File: src/rtl/rxr_pkg.sv
package rxr_pkg;
  typedef enum logic [0:0] {ST_IDLE, ST_FETCH} ctl_state_t;
  localparam int unsigned HDR_BYTES = 4;
  localparam int unsigned LEN_W = 16;
endpackage

File: src/rtl/rxr_ptr_regs.sv
module rxr_ptr_regs #(
  parameter int unsigned PAGE_W   = 8,
  parameter int unsigned START_PG = 'h46,
  parameter int unsigned STOP_PG  = 'h60
) (
  input  logic              clk,
  input  logic              rst,
  input  logic              host_bnry_we,
  input  logic [PAGE_W-1:0] host_bnry,
  input  logic              host_curr_we,
  input  logic [PAGE_W-1:0] host_curr,
  input  logic              rel_we,
  input  logic [PAGE_W-1:0] rel_bnry,
  input  logic              init_we,
  output logic [PAGE_W-1:0] bnry,
  output logic [PAGE_W-1:0] curr,
  output logic [PAGE_W-1:0] rd_page,
  output logic              bnry_ok,
  output logic              rd_eq_curr,
  output logic              empty
);
  localparam logic [PAGE_W-1:0] START_P  = START_PG[PAGE_W-1:0];
  localparam logic [PAGE_W-1:0] STOP_P   = STOP_PG[PAGE_W-1:0];
  localparam logic [PAGE_W:0]   STOP_X   = STOP_PG[PAGE_W:0];
  localparam logic [PAGE_W-1:0] START_P1 = START_P + 1'b1;

  logic [PAGE_W:0] bnry_inc;

  always_comb begin
    bnry_inc = {1'b0, bnry} + 1'b1;
    if (bnry_inc >= STOP_X) rd_page = START_P;
    else                    rd_page = bnry_inc[PAGE_W-1:0];
    bnry_ok    = (bnry >= START_P) && (bnry < STOP_P);
    rd_eq_curr = (rd_page == curr);
  end

  always_ff @(posedge clk) begin
    if (rst) begin
      bnry  <= START_P;
      curr  <= START_P1;
      empty <= 1'b1;
    end else begin
      if (init_we) begin
        bnry <= START_P;
        curr <= START_P1;
      end else begin
        if (rel_we)            bnry <= rel_bnry;
        else if (host_bnry_we) bnry <= host_bnry;
        if (host_curr_we)      curr <= host_curr;
      end
      empty <= rd_eq_curr;
    end
  end
endmodule

File: src/rtl/rxr_hdr_fetch.sv
module rxr_hdr_fetch #(
  parameter int unsigned PAGE_W = 8,
  localparam int unsigned ADDR_W = PAGE_W + 8
) (
  input  logic              clk,
  input  logic              rst,
  input  logic              start,
  input  logic [PAGE_W-1:0] base_page,
  input  logic              mem_rvalid,
  input  logic [7:0]        mem_rdata,
  output logic              rd_en,
  output logic [ADDR_W-1:0] rd_addr,
  output logic              done,
  output logic [7:0]        hdr_next,
  output logic [15:0]       hdr_len
);
  import rxr_pkg::*;

  logic [2:0]        issued;
  logic [1:0]        got;
  logic              active;
  logic [PAGE_W-1:0] base_q;
  logic [7:0]        hb [HDR_BYTES];

  always_comb begin
    rd_en    = active && (issued < 3'(HDR_BYTES));
    rd_addr  = {base_q, 5'd0, issued};
    hdr_next = hb[1];
    hdr_len  = {hb[3], hb[2]};
  end

  always_ff @(posedge clk) begin
    if (rst) begin
      active <= 1'b0;
      issued <= '0;
      got    <= '0;
      done   <= 1'b0;
      base_q <= '0;
    end else begin
      done <= 1'b0;
      if (start) begin
        active <= 1'b1;
        issued <= '0;
        got    <= '0;
        base_q <= base_page;
      end else if (active) begin
        if (rd_en) issued <= issued + 1'b1;
        if (mem_rvalid) begin
          got <= got + 1'b1;
          if (got == 2'(HDR_BYTES - 1)) begin
            active <= 1'b0;
            done   <= 1'b1;
          end
        end
      end
    end
  end

  always_ff @(posedge clk) begin
    if (active && mem_rvalid) hb[got] <= mem_rdata;
  end
endmodule

File: src/rtl/rxr_addr_gen.sv
module rxr_addr_gen #(
  parameter int unsigned PAGE_W   = 8,
  parameter int unsigned START_PG = 'h46,
  parameter int unsigned STOP_PG  = 'h60,
  localparam int unsigned ADDR_W  = PAGE_W + 8
) (
  input  logic              clk,
  input  logic              rst,
  input  logic              load,
  input  logic [PAGE_W-1:0] load_page,
  input  logic              adv,
  output logic [ADDR_W-1:0] addr
);
  import rxr_pkg::*;

  localparam logic [ADDR_W-1:0] END_A  = ADDR_W'(STOP_PG) << 8;
  localparam logic [ADDR_W-1:0] RING_A = ADDR_W'(STOP_PG - START_PG) << 8;

  logic [ADDR_W-1:0] nxt;

  always_comb begin
    nxt = addr + 1'b1;
    if (nxt >= END_A) nxt = nxt - RING_A;
  end

  always_ff @(posedge clk) begin
    if (rst)       addr <= END_A - RING_A;
    else if (load) addr <= {load_page, 8'(HDR_BYTES)};
    else if (adv)  addr <= nxt;
  end
endmodule

File: src/rtl/rxr_ring_mgr.sv
module rxr_ring_mgr #(
  parameter int unsigned PAGE_W   = 8,
  parameter int unsigned START_PG = 'h46,
  parameter int unsigned STOP_PG  = 'h60,
  localparam int unsigned ADDR_W  = PAGE_W + 8
) (
  input  logic              clk,
  input  logic              rst,
  input  logic              deq_req,
  input  logic              pay_rd,
  input  logic              rel,
  input  logic              cur_load,
  input  logic [PAGE_W-1:0] cur_in,
  input  logic              bnry_load,
  input  logic [PAGE_W-1:0] bnry_in,
  input  logic [7:0]        mem_rdata,
  input  logic              mem_rvalid,
  output logic              mem_rd,
  output logic [ADDR_W-1:0] mem_addr,
  output logic              frm_done,
  output logic              frm_valid,
  output logic [15:0]       frm_len,
  output logic              ring_empty,
  output logic [PAGE_W-1:0] bnry_page,
  output logic [PAGE_W-1:0] curr_page
);
  import rxr_pkg::*;

  localparam logic [PAGE_W-1:0] START_P = START_PG[PAGE_W-1:0];
  localparam logic [PAGE_W-1:0] STOP_P  = STOP_PG[PAGE_W-1:0];

  ctl_state_t        state;
  logic              hold;
  logic [PAGE_W-1:0] nxt_pg;
  logic [PAGE_W-1:0] fetch_pg;
  logic [PAGE_W-1:0] rd_page;
  logic              bnry_ok;
  logic              rd_eq_curr;
  logic              deq_ok, hdr_start, init_we, rel_ok, adv, next_ok;
  logic [PAGE_W-1:0] rel_bnry;
  logic              hdr_rd, hdr_done;
  logic [ADDR_W-1:0] hdr_addr, pay_addr;
  logic [7:0]        hdr_next;
  logic [15:0]       hdr_len;

  always_comb begin
    deq_ok    = deq_req && (state == ST_IDLE) && !hold;
    hdr_start = deq_ok && !rd_eq_curr && bnry_ok;
    init_we   = deq_ok && !rd_eq_curr && !bnry_ok;
    rel_ok    = rel && hold;
    adv       = pay_rd && hold;
    next_ok   = (hdr_next[PAGE_W-1:0] >= START_P) && (hdr_next[PAGE_W-1:0] < STOP_P);
    rel_bnry  = (nxt_pg <= START_P) ? (STOP_P - 1'b1) : (nxt_pg - 1'b1);
    mem_rd    = hdr_rd | adv;
    mem_addr  = (state == ST_FETCH) ? hdr_addr : pay_addr;
  end

  rxr_ptr_regs #(.PAGE_W(PAGE_W), .START_PG(START_PG), .STOP_PG(STOP_PG)) ptr_i (
    .clk(clk), .rst(rst),
    .host_bnry_we(bnry_load), .host_bnry(bnry_in),
    .host_curr_we(cur_load), .host_curr(cur_in),
    .rel_we(rel_ok), .rel_bnry(rel_bnry),
    .init_we(init_we),
    .bnry(bnry_page), .curr(curr_page), .rd_page(rd_page),
    .bnry_ok(bnry_ok), .rd_eq_curr(rd_eq_curr), .empty(ring_empty)
  );

  rxr_hdr_fetch #(.PAGE_W(PAGE_W)) hdr_i (
    .clk(clk), .rst(rst), .start(hdr_start), .base_page(rd_page),
    .mem_rvalid(mem_rvalid), .mem_rdata(mem_rdata),
    .rd_en(hdr_rd), .rd_addr(hdr_addr), .done(hdr_done),
    .hdr_next(hdr_next), .hdr_len(hdr_len)
  );

  rxr_addr_gen #(.PAGE_W(PAGE_W), .START_PG(START_PG), .STOP_PG(STOP_PG)) addr_i (
    .clk(clk), .rst(rst), .load(hdr_done && next_ok), .load_page(fetch_pg),
    .adv(adv), .addr(pay_addr)
  );

  always_ff @(posedge clk) begin
    if (rst) begin
      state     <= ST_IDLE;
      hold      <= 1'b0;
      nxt_pg    <= START_P;
      fetch_pg  <= START_P;
      frm_done  <= 1'b0;
      frm_valid <= 1'b0;
      frm_len   <= '0;
    end else begin
      frm_done <= 1'b0;
      case (state)
        ST_IDLE: begin
          if (deq_ok) begin
            if (hdr_start) begin
              state    <= ST_FETCH;
              fetch_pg <= rd_page;
            end else begin
              frm_done  <= 1'b1;
              frm_valid <= 1'b0;
              frm_len   <= '0;
            end
          end
          if (rel_ok) begin
            hold      <= 1'b0;
            frm_valid <= 1'b0;
          end
        end
        ST_FETCH: begin
          if (hdr_done) begin
            state    <= ST_IDLE;
            frm_done <= 1'b1;
            if (next_ok) begin
              hold      <= 1'b1;
              frm_valid <= 1'b1;
              frm_len   <= hdr_len - 16'(HDR_BYTES);
              nxt_pg    <= hdr_next[PAGE_W-1:0];
            end else begin
              frm_valid <= 1'b0;
              frm_len   <= '0;
            end
          end
        end
        default: state <= ST_IDLE;
      endcase
    end
  end
endmodule

File: config.mk
export PLATFORM = sky130hd
export DESIGN_NAME = rxr_ring_mgr
export DESIGN_NICKNAME = d
export VERILOG_FILES = /design/src/rtl/rxr_pkg.sv /design/src/rtl/rxr_ptr_regs.sv /design/src/rtl/rxr_hdr_fetch.sv /design/src/rtl/rxr_addr_gen.sv /design/src/rtl/rxr_ring_mgr.sv
export SDC_FILE = /design/constraint.sdc
export NUM_CORES = 1
export LEC_CHECK = 0
export BUFFER_PORTS_ARGS = -buffer_cell sky130_fd_sc_hd__buf_2
export CORE_MARGIN = 2
export CORE_UTILIZATION = 52
export DETAILED_ROUTE_END_ITERATION = 7
export PLACE_DENSITY = 0.88
export SETUP_SLACK_MARGIN = 0.5
export SKIP_LAST_GASP = 1
export SLEW_MARGIN = 20
export SYNTH_ARGS = -nofsm -noshare
export SYNTH_HDL_FRONTEND = slang
export SYNTH_SLANG_ARGS = --single-unit
File: constraint.sdc
create_clock -name clk -period 3.17 [get_ports clk]
set_clock_uncertainty 0.2 [all_clocks]
set_input_delay 0.634 -clock clk [delete_from_list [all_inputs] [get_ports clk]]
set_output_delay 0.634 -clock clk [all_outputs]
set_load 0.05 [all_outputs]
# After elaboration in Yosys (flattened, before gate mapping)
# Memories as Yosys holds them, arrays and structs flattened.
# Index checks and enable logic that the tools add are counted.
[word_totals]
wordCells = 112
output_inout_bits = 52
regBits = 84
ram_bits = 32
mem_count = 1
[mem_list]
columns = ["name", "words", "word_bits", "rd", "rd_clocked_by_memory_dff", "write_ports", "line", "text"]
rows = [
  ["hdr_i.hb", 4, 8, 3, 0, 1, "rxr_hdr_fetch.sv:23", "logic [7:0] hb [HDR_BYTES];"],
]
[op_classes]
n_reduce_logical = 28
muxes = 38
add_sub_neg = 7
n_eq_ne = 9
n_bitwise = 4
n_lt_le_gt_ge = 8
[op_table]
columns = ["operator", "count"]
rows = [
  ["16-bit two-way mux", 8],
  ["8-bit two-way mux", 4],
  ["16-bit case mux with 2 select lines", 1],
  ["1-bit two-way mux", 21],
  ["16-bit by 1-bit adder with 16-bit output, second input constant", 1],
  ["16-bit by 15-bit greater-or-equal comparator with 1-bit output, second input constant", 1],
  ["8-bit by 7-bit greater-or-equal comparator with 1-bit output, second input constant", 2],
  ["8-bit by 7-bit less-than comparator with 1-bit output, second input constant", 2],
  ["16-bit by 13-bit subtractor with 16-bit output, second input constant", 1],
  ["16-bit by 3-bit subtractor with 16-bit output, second input constant", 1],
  ["3-bit AND reduction", 5],
  ["1-bit logical AND", 12],
  ["8-bit by 1-bit adder with 9-bit output, second input constant", 1],
  ["9-bit by 7-bit greater-or-equal comparator with 1-bit output, second input constant", 1],
  ["8-bit == test", 1],
  ["8-bit by 7-bit <= comparator with 1-bit output, second input constant", 1],
  ["1-bit case mux with 2 select lines", 4],
  ["8-bit by 1-bit subtractor with 8-bit output, second input constant", 1],
  ["2-bit by 1-bit inequality test with 1-bit output, second input constant", 3],
  ["2-bit OR reduction", 3],
  ["2-bit inequality test, second input constant", 2],
  ["2-bit AND reduction", 2],
  ["2-bit nonzero test", 2],
  ["4-bit OR reduction", 1],
  ["other kinds (9)", 13],
]

# Logic depth before layout (Yosys ltp)
# Gate-level depths: netlist of the first run.
[logic_depth]
word_depth = 11
depth_mapped = 13
ltp_nobuf = 13

# By module
# Synthesis of the first run repeated with hierarchy kept, for this count alone.
[hier_totals]
hier_cells = 620
area_unflattened_um2 = 5819.3
[by_module_without_submodules]
columns = ["module", "instances", "area_each_um2", "cells_each"]
rows = [
  ["rxr_ring_mgr", 1, 1969.4, 228],
  ["rxr_hdr_fetch", 1, 1366.3, 89],
  ["rxr_addr_gen", 1, 1252.5, 159],
  ["rxr_ptr_regs", 1, 1231.2, 144],
]

# Worst setup path before layout of the first run
# Ideal clock, no wire load.
[synth_path]
path_kind = "reg-to-reg"
start = "reg ptr_i.bnry[1]"
end = "reg fetch_pg[3]"
stages_incl_launch_ff = 11
path_slack_ns = -0.222
path_buffers = 2
arrival_ns = 3.120
period_less_slack_ns = 3.392
t_required_ns = 2.898
cell_sequence = "dfxtp_1 ha_1 and3_1 buf_6 a311oi_4 nor4_4 o21ai_2 a211o_4 a311oi_4 buf_6 mux2i_1"
[synth_via]
elab_chain_len = 8
[synth_rtl]
columns = ["element", "line", "text"]
rows = [
  ["start: declaration", "rxr_ptr_regs.sv:15", "output logic [PAGE_W-1:0] bnry,"],
  ["start signal: assignment", "rxr_ptr_regs.sv:47", "if (rel_we) bnry <= rel_bnry;"],
  ["start signal: assignment", "rxr_ptr_regs.sv:48", "else if (host_bnry_we) bnry <= host_bnry;"],
  ["8-bit by 1-bit adder with 9-bit output", "rxr_ptr_regs.sv:30", "bnry_inc = {1'b0, bnry} + 1'b1;"],
  ["9-bit by 7-bit greater-or-equal comparator with 1-bit output", "rxr_ptr_regs.sv:31", "if (bnry_inc >= STOP_X) rd_page = START_P;"],
  ["8-bit two-way mux", "rxr_ptr_regs.sv:31", ""],
  ["8-bit == test", "rxr_ptr_regs.sv:34", "rd_eq_curr = (rd_page == curr);"],
  ["1-bit logical NOT", "rxr_ring_mgr.sv:48", "hdr_start = deq_ok && !rd_eq_curr && bnry_ok;"],
  ["1-bit logical AND (2 in series)", "rxr_ring_mgr.sv:48", ""],
  ["3-bit AND reduction (no source line)", "-", ""],
  ["end signal: assignment", "rxr_ring_mgr.sv:96", "fetch_pg <= rd_page;"],
  ["end: declaration", "rxr_ring_mgr.sv:35", "logic [PAGE_W-1:0] fetch_pg;"],
]
# Several ways; a longest one is shown, not always the timed one.
# A chain may end at the register's enable or synchronous reset.

# Final worst setup path of the first run
[layout_path]
start = "reg addr_i.addr[0]"
end = "reg addr_i.addr[13]"
[layout_via]
elab_chain_len = 5
[layout_rtl]
columns = ["element", "line", "text"]
rows = [
  ["start: declaration", "rxr_addr_gen.sv:12", "output logic [ADDR_W-1:0] addr"],
  ["start signal: assignment", "rxr_addr_gen.sv:27", "if (rst) addr <= END_A - RING_A;"],
  ["start signal: assignment", "rxr_addr_gen.sv:28", "else if (load) addr <= {load_page, 8'(HDR_BYTES)};"],
  ["start signal: assignment", "rxr_addr_gen.sv:29", "else if (adv) addr <= nxt;"],
  ["16-bit by 1-bit adder with 16-bit output (*)", "rxr_addr_gen.sv:22", "nxt = addr + 1'b1;"],
  ["16-bit by 13-bit subtractor with 16-bit output / 16-bit by 15-bit greater-or-equal comparator with 1-bit output (equally long branches)", "rxr_addr_gen.sv:23", "if (nxt >= END_A) nxt = nxt - RING_A;"],
  ["16-bit two-way mux (*)", "rxr_addr_gen.sv:23", ""],
  ["16-bit two-way mux (*)", "rxr_addr_gen.sv:29", ""],
  ["16-bit two-way mux (*)", "rxr_addr_gen.sv:28", ""],
]
# Mark *: on every way between the ends. The rest lies on a longest branch, timed or not. The select of a mux whose other input is x is not followed.

==> results of run 1 <==
layer usage:
| metal | GRT usage | vias up | share of wire | wire length [µm] |
|---|---|---|---|---|
| li1 | - | 2617 | - | - |
| met1 | 0.354 | 2840 | 0.36 | 7560 |
| met2 | 0.474 | 551 | 0.47 | 9920 |
| met3 | 0.0538 | 185 | 0.10 | 2140 |
| met4 | 0.174 | 0 | 0.071 | 1500 |
| met5 | 0 | - | 0 | 0 |
cells by family (layout without fill, tap and decap cells):
logic type,after synthesis,count (layout)
xor gates and xnor gates,39,39
DFF,108,108
muxes,27,27
adders and majority gates,12,12
AOI/OAI and AO/OA,146,146
and+or+nand+nor,245,245
buffers and inverters,61,188
Yosys cell counts, types with 3 or more instances:
cell type,n
a211oi_1,5
a211oi_2,3
a21oi_1,44
a221oi_1,4
a22oi_1,6
a2bb2oi_1,3
a311oi_1,4
a31o_2,5
a31oi_1,4
a32oi_1,3
a41oi_1,6
and2_1,9
and3_1,15
buf_1,7
buf_2,3
buf_6,3
clkbuf_1,30
dfxtp_1,84
edfxtp_1,24
ha_1,12
inv_1,17
mux2_2,9
mux2i_1,18
nand2_1,54
nand2b_1,6
nand3_1,26
nand4_1,16
nor2_1,33
nor2b_1,9
nor3_1,28
nor4_1,6
nor4b_1,4
o21ai_0,19
o311ai_0,5
o31ai_1,4
or2_2,8
or3_1,8
or3_2,3
xnor2_1,18
xor2_1,20
repair_timing:
action	CTS	global route
cloned	4	0
gates resized for setup	62	61
buffers inserted	34	15
setup endpoints to repair	65	65
pin swaps	33	34
final timing paths:
kind                   from              end  slack, ns  cells after the start
max          addr_i.addr[0]  addr_i.addr[13]       0.16                     13
min             fetch_pg[6]      fetch_pg[6]       0.25                      1
max reg2reg  addr_i.addr[0]  addr_i.addr[13]       0.16                     13
min reg2reg     fetch_pg[6]      fetch_pg[6]       0.25                      1
state kept, by name, summed over array words and instances, names as in the netlist, 2 cells and up:
register and flops:
nxt_pg 8, hdr_i.base_q 8, addr_i.addr 16, ptr_i.curr 8
hdr_i.issued 3, hdr_i.got 2, frm_len 16, ptr_i.bnry 8
fetch_pg 8, hdr_i.hb 24
power groups by stage:
stage	combinational (W)	clock, W	sequential [W]
floorplan	0.000472	0	0.00159
global placement	0.000671	0	0.00154
detailed placement	0.000693	0	0.00154
CTS	0.000961	0.00109	0.00151
global route	0.00119	0.00118	0.00152
finish	0.00116	0.00112	0.00152
per-stage QoR:
step                       util  instances
after floorplan               -        638
after global placement    0.598        836
after detailed placement  0.598        836
after CTS                 0.686        890
after global routing      0.724        905
final                     0.724        905
worst max-delay path, cell delays in order, from the launching register on:
cell and delay (ns):
dfxtp_4 0.38, ha_4 0.14, nand4_1 0.12, nor2_2 0.17, nand2_1 0.09, xor2_1 0.19, ha_2 0.19, nor2_1 0.16
or4b_4 0.49, a22oi_2 0.17, a221oi_2 0.06, a211oi_2 0.19, mux2i_1 0.21, o311ai_1 0.11
layout make-up:
cell class	count	area, µm²
Clock inverter	7	57.6
Multi-Input combinational cell	469	3850
Timing Repair Buffer	155	1140
Inverter	17	63.8
Fill cell	651	3030
Clock buffer	9	225
Sequential cell	108	2440
Tap cell	140	175
==> summary.txt, run 1 <==
status: finished, final reports clean
antenna violations before repair: 0
share of cells above drive strength 1: 0.403
CTS Hold Buffers Added: 0
die height: 111 µm
Final #Nets: 804
synthesis-stage register bit count: 108
Comb pwr share: 0.305
dpl cell area: 6570 µm²
Post-Synth XOR/XNOR Area: 0.0601
setup TNS: 0 ns
Synth async-reset ratio: 0
I/O Buffers: 83
Post-Synth Simple-Gate Area: 0.227
Max Fclk: 332 MHz
Final GP Congestion: 1.01
dominant cell type by area after synthesis: dfxtp_1
leading cell type in the layout, fill and taps excluded: buf_2
Final setup viols: 0
Pint: 0.00248 W
top cells by area, synth: dfxtp_1, edfxtp_1, a21oi_1
RSZ-0062 raised after global routing: true
yosys warns: 0
PwrDens: 477 nW/µm²
adder and majority gate portion of the synthesized area: 0.0254
Die W: 111 µm
clock buffers created by TritonCTS: 9
Clk pwr share: 0.295
critical setup path kind: flop to flop
Cells after Synth: 638
initial DRC count: 746
pin count of the biggest net entering global routing: 48
drt pass-1 iters: 8
clock root buffer: clkbuf_16
DP HPWL: 11500 µm
first-pass GRT wire length: 29000 µm
Cell Area, Synth: 5910 µm²
Post-Route WL: 21100 µm
vias per cell: 6.84
clock slew at reported path FFs: 0.07 ns
area share of the largest cell type after synthesis: 0.285
# diodes: 0
drt drc: 0
# rows: 38
Reg power frac: 0.400
sequential share of the synthesized area: 0.407
Post-synth EDFFs: 24
period utilisation layout: 0.950
later-pin clock latency in the skew report: 0.37 ns
Arrival @ worst endpoint: 3.02 ns
Worst Tran Pin Value: 0.775 ns
type of origin of the critical path: flop
clk buf depth: 2
Critical Path Fanout Max: 4
die area: 12200 µm²
max-slew violations: 0
Yosys cell types: 79
routed length per instance: 23.3 µm
vias post-DR: 6193
post-synthesis compound-gate area fraction: 0.190
max capacitance violation total: 0
post-synth net total: 682
H-Tree Depth: 3
most frequent cells in the layout: buf_2, dfxtp_1, nand2_1
Hold WS: 0.250 ns
Core Footprint: 11000 µm²
Worst VDD drop: 349 µV
switching share of power: 0.347
Final Hold Fails: 0
Worst EP required: 3.18 ns
pre-CTS WS: 0.0949 ns
Hold/Removal Path Class: flop to flop
mux contribution to synthesized area: 0.0476
number of I/O pins: 84
Syn-to-layout area delta: 34.6%
Clock Sinks: 108
Global Route Usage Sum: 0.289
max_slew headroom: 0.476
ys flop type: dfxtp_1
CTS tree: built
via count of the first global-routing pass: 5719
GRT overflow: 0
cell area after layout: 7950 µm²
final worst setup slack: 0.160 ns
Initial Util: 0.538
largest family of logic cells by synthesized area: simple AND/OR/NAND/NOR gates
Period minus WS final: 3.01 ns
total power after layout: 0.00379 W
Final ANT Viol Nets: 0
Worst Setup End Kind: flop
LEAKAGE: 3.05 nW
Mean Syn Cell Area: 9.26 µm²
Psw: 0.00131 W
Power figures use the tool's default switching activity.
==> inputs of run 2 (changes only) <==
--- a/config.mk
+++ b/config.mk
@@ -6,6 +6,7 @@
 export NUM_CORES = 1
 export LEC_CHECK = 0
 export BUFFER_PORTS_ARGS = -buffer_cell sky130_fd_sc_hd__buf_2
+export CAP_MARGIN = 20
 export CORE_MARGIN = 2
 export CORE_UTILIZATION = 52
 export DETAILED_ROUTE_END_ITERATION = 7
==> constraint.sdc (replaced) <==
create_clock -name clk -period 2.53 [get_ports clk]
set_clock_uncertainty 0.2 [all_clocks]
set_input_delay 0.506 -clock clk [delete_from_list [all_inputs] [get_ports clk]]
set_output_delay 0.506 -clock clk [all_outputs]
set_load 0.05 [all_outputs]
==> run 2 against run 1 <==
Against the previous run:
- the flow now finishes with violations (design-rule violations, negative setup slack)
- combinational power up 28%
- via count is 2.3% higher
- sequential power rose by 24%
- critical path depth down 4
- clock power up 31%
- routed wire length rose by 2.3%
- critical path type unchanged
- largest cell class unchanged
- setup slack worse by 0.65 ns
- count of clock-buffer cells in the layout stayed put
- sequential share of layout area fell by 1.6 points
- highest routed layer unchanged
- worst hold slack worse by 0.094 ns
- critical endpoint is now fetch_pg[3]
- core utilization increased by 4.1 points
- final cell count increased by 5.2%
==> summary.txt, run 2 (same netlist as run 1, synthesis figures left out) <==
status: finished with violations
failing checks: design-rule violations, negative setup slack
drt drc: 2
Final setup viols: 63
Post-Route WL: 21600 µm
share of cells above drive strength 1: 0.452
via count of the first global-routing pass: 6102
pin count of the biggest net entering global routing: 37
antenna violations before repair: 0
Worst Setup End Kind: flop
Core Footprint: 11000 µm²
placed cells: 909
max-slew violations: 0
CP max stage cell: nor4_4
clock root buffer: clkbuf_16
Global Route Usage Sum: 0.301
Hold/Removal Path Class: primary input to flop
drt pass-1 iters: 8
Post-Route Utilization: 0.765
Final GP Congestion: 0.911
max capacitance violation total: 0
first-pass GRT wire length: 30300 µm
Largest regs: hdr_i.hb x24, addr_i.addr x16, frm_len x16
vias per cell: 6.66
Layout Cells excl Fill: 952
# rows: 38
most frequent cells in the layout: buf_4, dfxtp_1, buf_2
initial DRC count: 660
RSZ-0062 raised after global routing: true
leading cell type in the layout, fill and taps excluded: buf_4
DP HPWL: 12300 µm
Die W: 111 µm
PwrDens: 577 nW/µm²
Syn-to-layout area delta: 42.2%
Initial Util: 0.538
Worst VDD drop: 408 µV
Final Hold Fails: 0
Worst Path Buf+Inv: 1
Clock Sinks: 108
Worst Tran Pin Value: 0.738 ns
Critical Path Max Stage Delay: 0.46 ns
cell depth of the worst hold path: 1
Worst EP required: 2.61 ns
later-pin clock latency in the skew report: 0.36 ns
I/O Buffers: 83
most used cell, CP: a311oi_4
Final ANT Viol Nets: 0
Critical Path, Cell by Cell: ha_4 > and3_4 > a311oi_4 > nor4_4 > o21ai_2 > a211o_4 > a311oi_4 > buf_6 > mux2i_1
Max Fclk: 331 MHz
Worst R2R Setup Slack: -0.49 ns
Final #Nets: 851
CTS Hold Buffers Added: 0
critical setup path kind: flop to flop
clk buf depth: 2
CTS tree: built
type of origin of the critical path: flop
Period minus WS final: 3.02 ns
Levels on crit path: 9
# diodes: 0
Crit path max-delay family: compound AO/OA/AOI/OAI gates
Critical Path Fanout Max: 6
worst reg-to-reg path cell count: 9
GRT overflow: 0
max_slew headroom: 0.506
sequential cell area: 2440 µm²
multi-input combinational cell area: 3860 µm²
clock slew at reported path FFs: 0.08 ns
number of I/O pins: 84
vias post-DR: 6337
die height: 111 µm
period utilisation layout: 1.19
largest register by flop count: hdr_i.hb
Arrival @ worst endpoint: 3.10 ns
clock buffers created by TritonCTS: 9
final worst setup slack: -0.493 ns
# fillers: 639
LEAKAGE: 3.31 nW
routed length per instance: 22.7 µm
max reg flops: 24
H-Tree Depth: 3
die area: 12200 µm²
==> run 2: cell types whose count changed in the layout (fill, tap and decap cells not counted), moves of 3 or more <==
| cell | change |
|---|---|
| nor3_4 | -7 |
| buf_8 | +3 |
| nor2b_2 | +6 |
| mux2_2 | -3 |
| buf_4 | +49 |
| buf_6 | +17 |
| buf_12 | -4 |
| buf_2 | -17 |
| nor2b_1 | -6 |
| mux2_4 | +3 |
| nor3_1 | +7 |
==> run 2: path summary, 6_finish.rpt <==
kind,end,start
max reg2reg,fetch_pg[3],ptr_i.bnry[0]
min,hdr_i.hb[1][5],mem_rdata[5]
max,fetch_pg[3],ptr_i.bnry[0]
min reg2reg,hdr_i.base_q[0],hdr_i.base_q[0]
==> run 2: layout make-up <==
| class | instances | area share |
|---|---|---|
| clock inverters | 7 | 0.00968 |
| inverters | 17 | 0.00760 |
| repair buffers | 202 | 0.185 |
| flip-flops and latches | 108 | 0.290 |
| well taps | 140 | 0.0209 |
| clock buffers | 9 | 0.0268 |
| multi-input cells | 469 | 0.460 |
==> run 2: metrics by stage <==
step | total power (W) | cell area [µm²] | setup slack [ns] | hold WS (ns) | setup TNS (ns)
6_report | 0.00485 | 8400 | -0.493 | 0.156 | -20.43
5_1_grt | 0.00494 | 8400 | -0.607 | 0.156 | -26.08
4_1_cts | 0.00461 | 8080 | -0.283 | 0.156 | -13.31
3_5_place_dp | 0.00297 | 7180 | -0.331 | 0.237 | -11.57
3_3_place_gp | 0.00293 | 7180 | -0.297 | 0.235 | -7.61
2_1_floorplan | 0.00260 | 6090 | -0.457 | 0.217 | -13.38
==> run 2: what timing repair did <==
item                                    4_1_cts  5_1_grt
gates cloned                                  2        0
pin swaps                                    21       26
resized for setup                           102       56
setup buffers                                19        6
endpoints found under the setup margin       91       91
==> run 2: layer usage <==
layer | routed length, µm | track usage | up-vias
li1 | - | - | 2716
met1 | 7760 | 0.359 | 2986
met2 | 10600 | 0.526 | 480
met3 | 1860 | 0.0494 | 155
met4 | 1360 | 0.147 | 0
met5 | 0 | 0 | -
==> run 2: power breakdown <==
| group | leakage, nW | internal, W | total, W | switching (W) |
|---|---|---|---|---|
| Clock | 0.150 | 0.000715 | 0.00147 | 0.000752 |
| Combinational | 2.25 | 0.000618 | 0.00149 | 0.000876 |
| Sequential | 0.904 | 0.00182 | 0.00189 | 0.0000731 |
==> run 2: worst register-to-register path: stages (launching register included) <==
cell	delay [ns]
dfxtp_4	0.39
ha_4	0.16
and3_4	0.23
a311oi_4	0.12
nor4_4	0.46
o21ai_2	0.19
a211o_4	0.40
a311oi_4	0.38
buf_6	0.19
mux2i_1	0.23
==> inputs of run 3 (changes only) <==
--- a/config.mk
+++ b/config.mk
@@ -7,6 +7,7 @@
 export LEC_CHECK = 0
 export BUFFER_PORTS_ARGS = -buffer_cell sky130_fd_sc_hd__buf_2
 export CAP_MARGIN = 20
+export CORE_ASPECT_RATIO = 0.7
 export CORE_MARGIN = 2
 export CORE_UTILIZATION = 52
 export DETAILED_ROUTE_END_ITERATION = 7
==> run 3 against run 2 <==
Against the previous run:
- core utilization is 3.8 points higher
- setup slack worse by 0.31 ns
- die area grew 0.11%
- the flow still finishes with violations (design-rule violations, negative setup slack)
- clock power barely moved
- highest routed layer is now met5
==> summary.txt, run 3 (same netlist as run 1, synthesis figures left out) <==
Clk pwr share: 0.293
cell depth of the worst hold path: 1
Clock Sinks: 108
cell area after layout: 8870 µm²
later-pin clock latency in the skew report: 0.37 ns
Final Hold Fails: 0
Pint: 0.00325 W
crit path capture: fetch_pg[3]
CP max stage cell: nor4_4
Critical Path Max Stage Delay: 0.56 ns
initial DRC count: 1166
# rows: 32
Final #Nets: 887
worst reg-to-reg path cell count: 9
Global Route Usage Sum: 0.372
type of origin of the critical path: flop
GRT overflow: 0
Reg power frac: 0.371
Worst VDD drop: 379 µV
CTS Hold Buffers Added: 0
Final GP Congestion: 0.917
Worst Setup End Kind: flop
most frequent cells in the layout: buf_4, buf_2, dfxtp_1
Final setup viols: 66
Max Fclk: 300 MHz
pre-CTS WS: -0.373 ns
dpl cell area: 7300 µm²
vias post-DR: 7135
via count of the first global-routing pass: 6692
Critical Path Fanout Max: 11
Critical Path, Cell by Cell: buf_6 > nand2_2 > nor4b_4 > nor4_4 > o21ai_2 > a211o_4 > a311oi_4 > buf_12 > mux2i_1
switching share of power: 0.361
max capacitance violation total: 0
Post-Route Utilization: 0.802
Post-Route WL: 27300 µm
Largest regs: hdr_i.hb x24, addr_i.addr x16, frm_len x16
Period minus WS final: 3.34 ns
max reg flops: 24
clock slew at reported path FFs: 0.09 ns
Hold/Removal Path Class: primary input to flop
antenna violations before repair: 3
Syn-to-layout area delta: 50.1%
clock buffers created by TritonCTS: 9
PwrDens: 574 nW/µm²
largest register by flop count: hdr_i.hb
first-pass GRT wire length: 35900 µm
DP HPWL: 13300 µm
vias per cell: 7.12
pin count of the biggest net entering global routing: 37
share of cells above drive strength 1: 0.495
Worst EP required: 2.54 ns
H-Tree Depth: 3
setup TNS: -24.13 ns
status: finished with violations
drt pass-1 iters: 8
Arrival @ worst endpoint: 3.34 ns
max_slew headroom: 0.473
die height: 93.2 µm
clock root buffer: clkbuf_16
I/O Buffers: 83
Comb pwr share: 0.336
CTS tree: built
Core Footprint: 11100 µm²
Worst R2R Setup Slack: -0.81 ns
number of I/O pins: 84
clk buf depth: 2
RSZ-0062 raised after global routing: true
routed length per instance: 27.3 µm
Final ANT Viol Nets: 0
final worst setup slack: -0.806 ns
Psw: 0.00184 W
worst r2r src: ptr_i.bnry[0]
failing checks: design-rule violations, negative setup slack
critical setup path kind: flop to flop
leading cell type in the layout, fill and taps excluded: buf_4
Hold WS: 0.151 ns
FF-to-FF End: fetch_pg[3]
Worst Tran Pin Value: 0.788 ns
Initial Util: 0.535
Crit. Startpoint: ptr_i.bnry[0]
max-slew violations: 0
die area: 12200 µm²
period utilisation layout: 1.32
LEAKAGE: 3.57 nW
Die W: 131 µm
drt drc: 10
run 3: stage by stage:
stage | total power [W] | cells
after CTS | 0.00473 | 985
after detailed placement | 0.00302 | 935
after global placement | 0.00297 | 935
after global routing | 0.00516 | 1001
final | 0.00509 | 1002
after floorplan | 0.00260 | 638
run 3: power groups by stage:
| stage | registers (W) | clock network [W] | logic, W |
|---|---|---|---|
| final | 0.00189 | 0.00149 | 0.00171 |
| after CTS | 0.00188 | 0.00143 | 0.00143 |
| after floorplan | 0.00199 | 0 | 0.000606 |
| after global placement | 0.00192 | 0 | 0.00106 |
| after detailed placement | 0.00192 | 0 | 0.00110 |
| after global routing | 0.00189 | 0.00154 | 0.00173 |
run 3: routing by layer:
metal	GRT usage	up-vias	wire length, µm
met2	0.610	789	11800
met3	0.0905	278	3580
li1	-	2779	-
met1	0.442	3285	9420
met4	0.241	4	2490
met5	0	-	27
run 3: worst min path at each step:
stage                            start              to  slack [ns]
after floorplan            fetch_pg[6]     fetch_pg[6]        0.22
after global placement     fetch_pg[6]     fetch_pg[6]        0.24
after detailed placement   fetch_pg[6]     fetch_pg[6]        0.25
after CTS                 mem_rdata[5]  hdr_i.hb[1][5]        0.16
after global routing      mem_rdata[5]  hdr_i.hb[3][5]        0.15
final                     mem_rdata[5]  hdr_i.hb[3][5]        0.15
run 3: layout make-up:
class                   instances  area, µm²
multi-input cells             469       3960
flip-flops and latches        108       2450
fillers                       573       2180
repair buffers                238       1890
clock buffers                   9        225
well taps                     153        191
clock inverters                 7       78.8
inverters                      17       63.8
diodes                          1       2.50
run 3: timing repair:
item / 4_1_cts / 5_1_grt
setup buffers: 33 / 16
hold endpoints to repair: 0 / 0
cloned: 1 / 0
setup endpoints to repair: 91 / 88
gates resized for setup: 150 / 56
pin swaps: 41 / 35
run 3: critical path, delay by kind of cell (launching register included):
kind	cells	cell delay (ns)
AO/OA/AOI/OAI	3	0.91
buffers and inverters	2	0.33
flip-flops	1	0.38
multiplexers	1	0.52
AND/OR/NAND/NOR	3	0.82
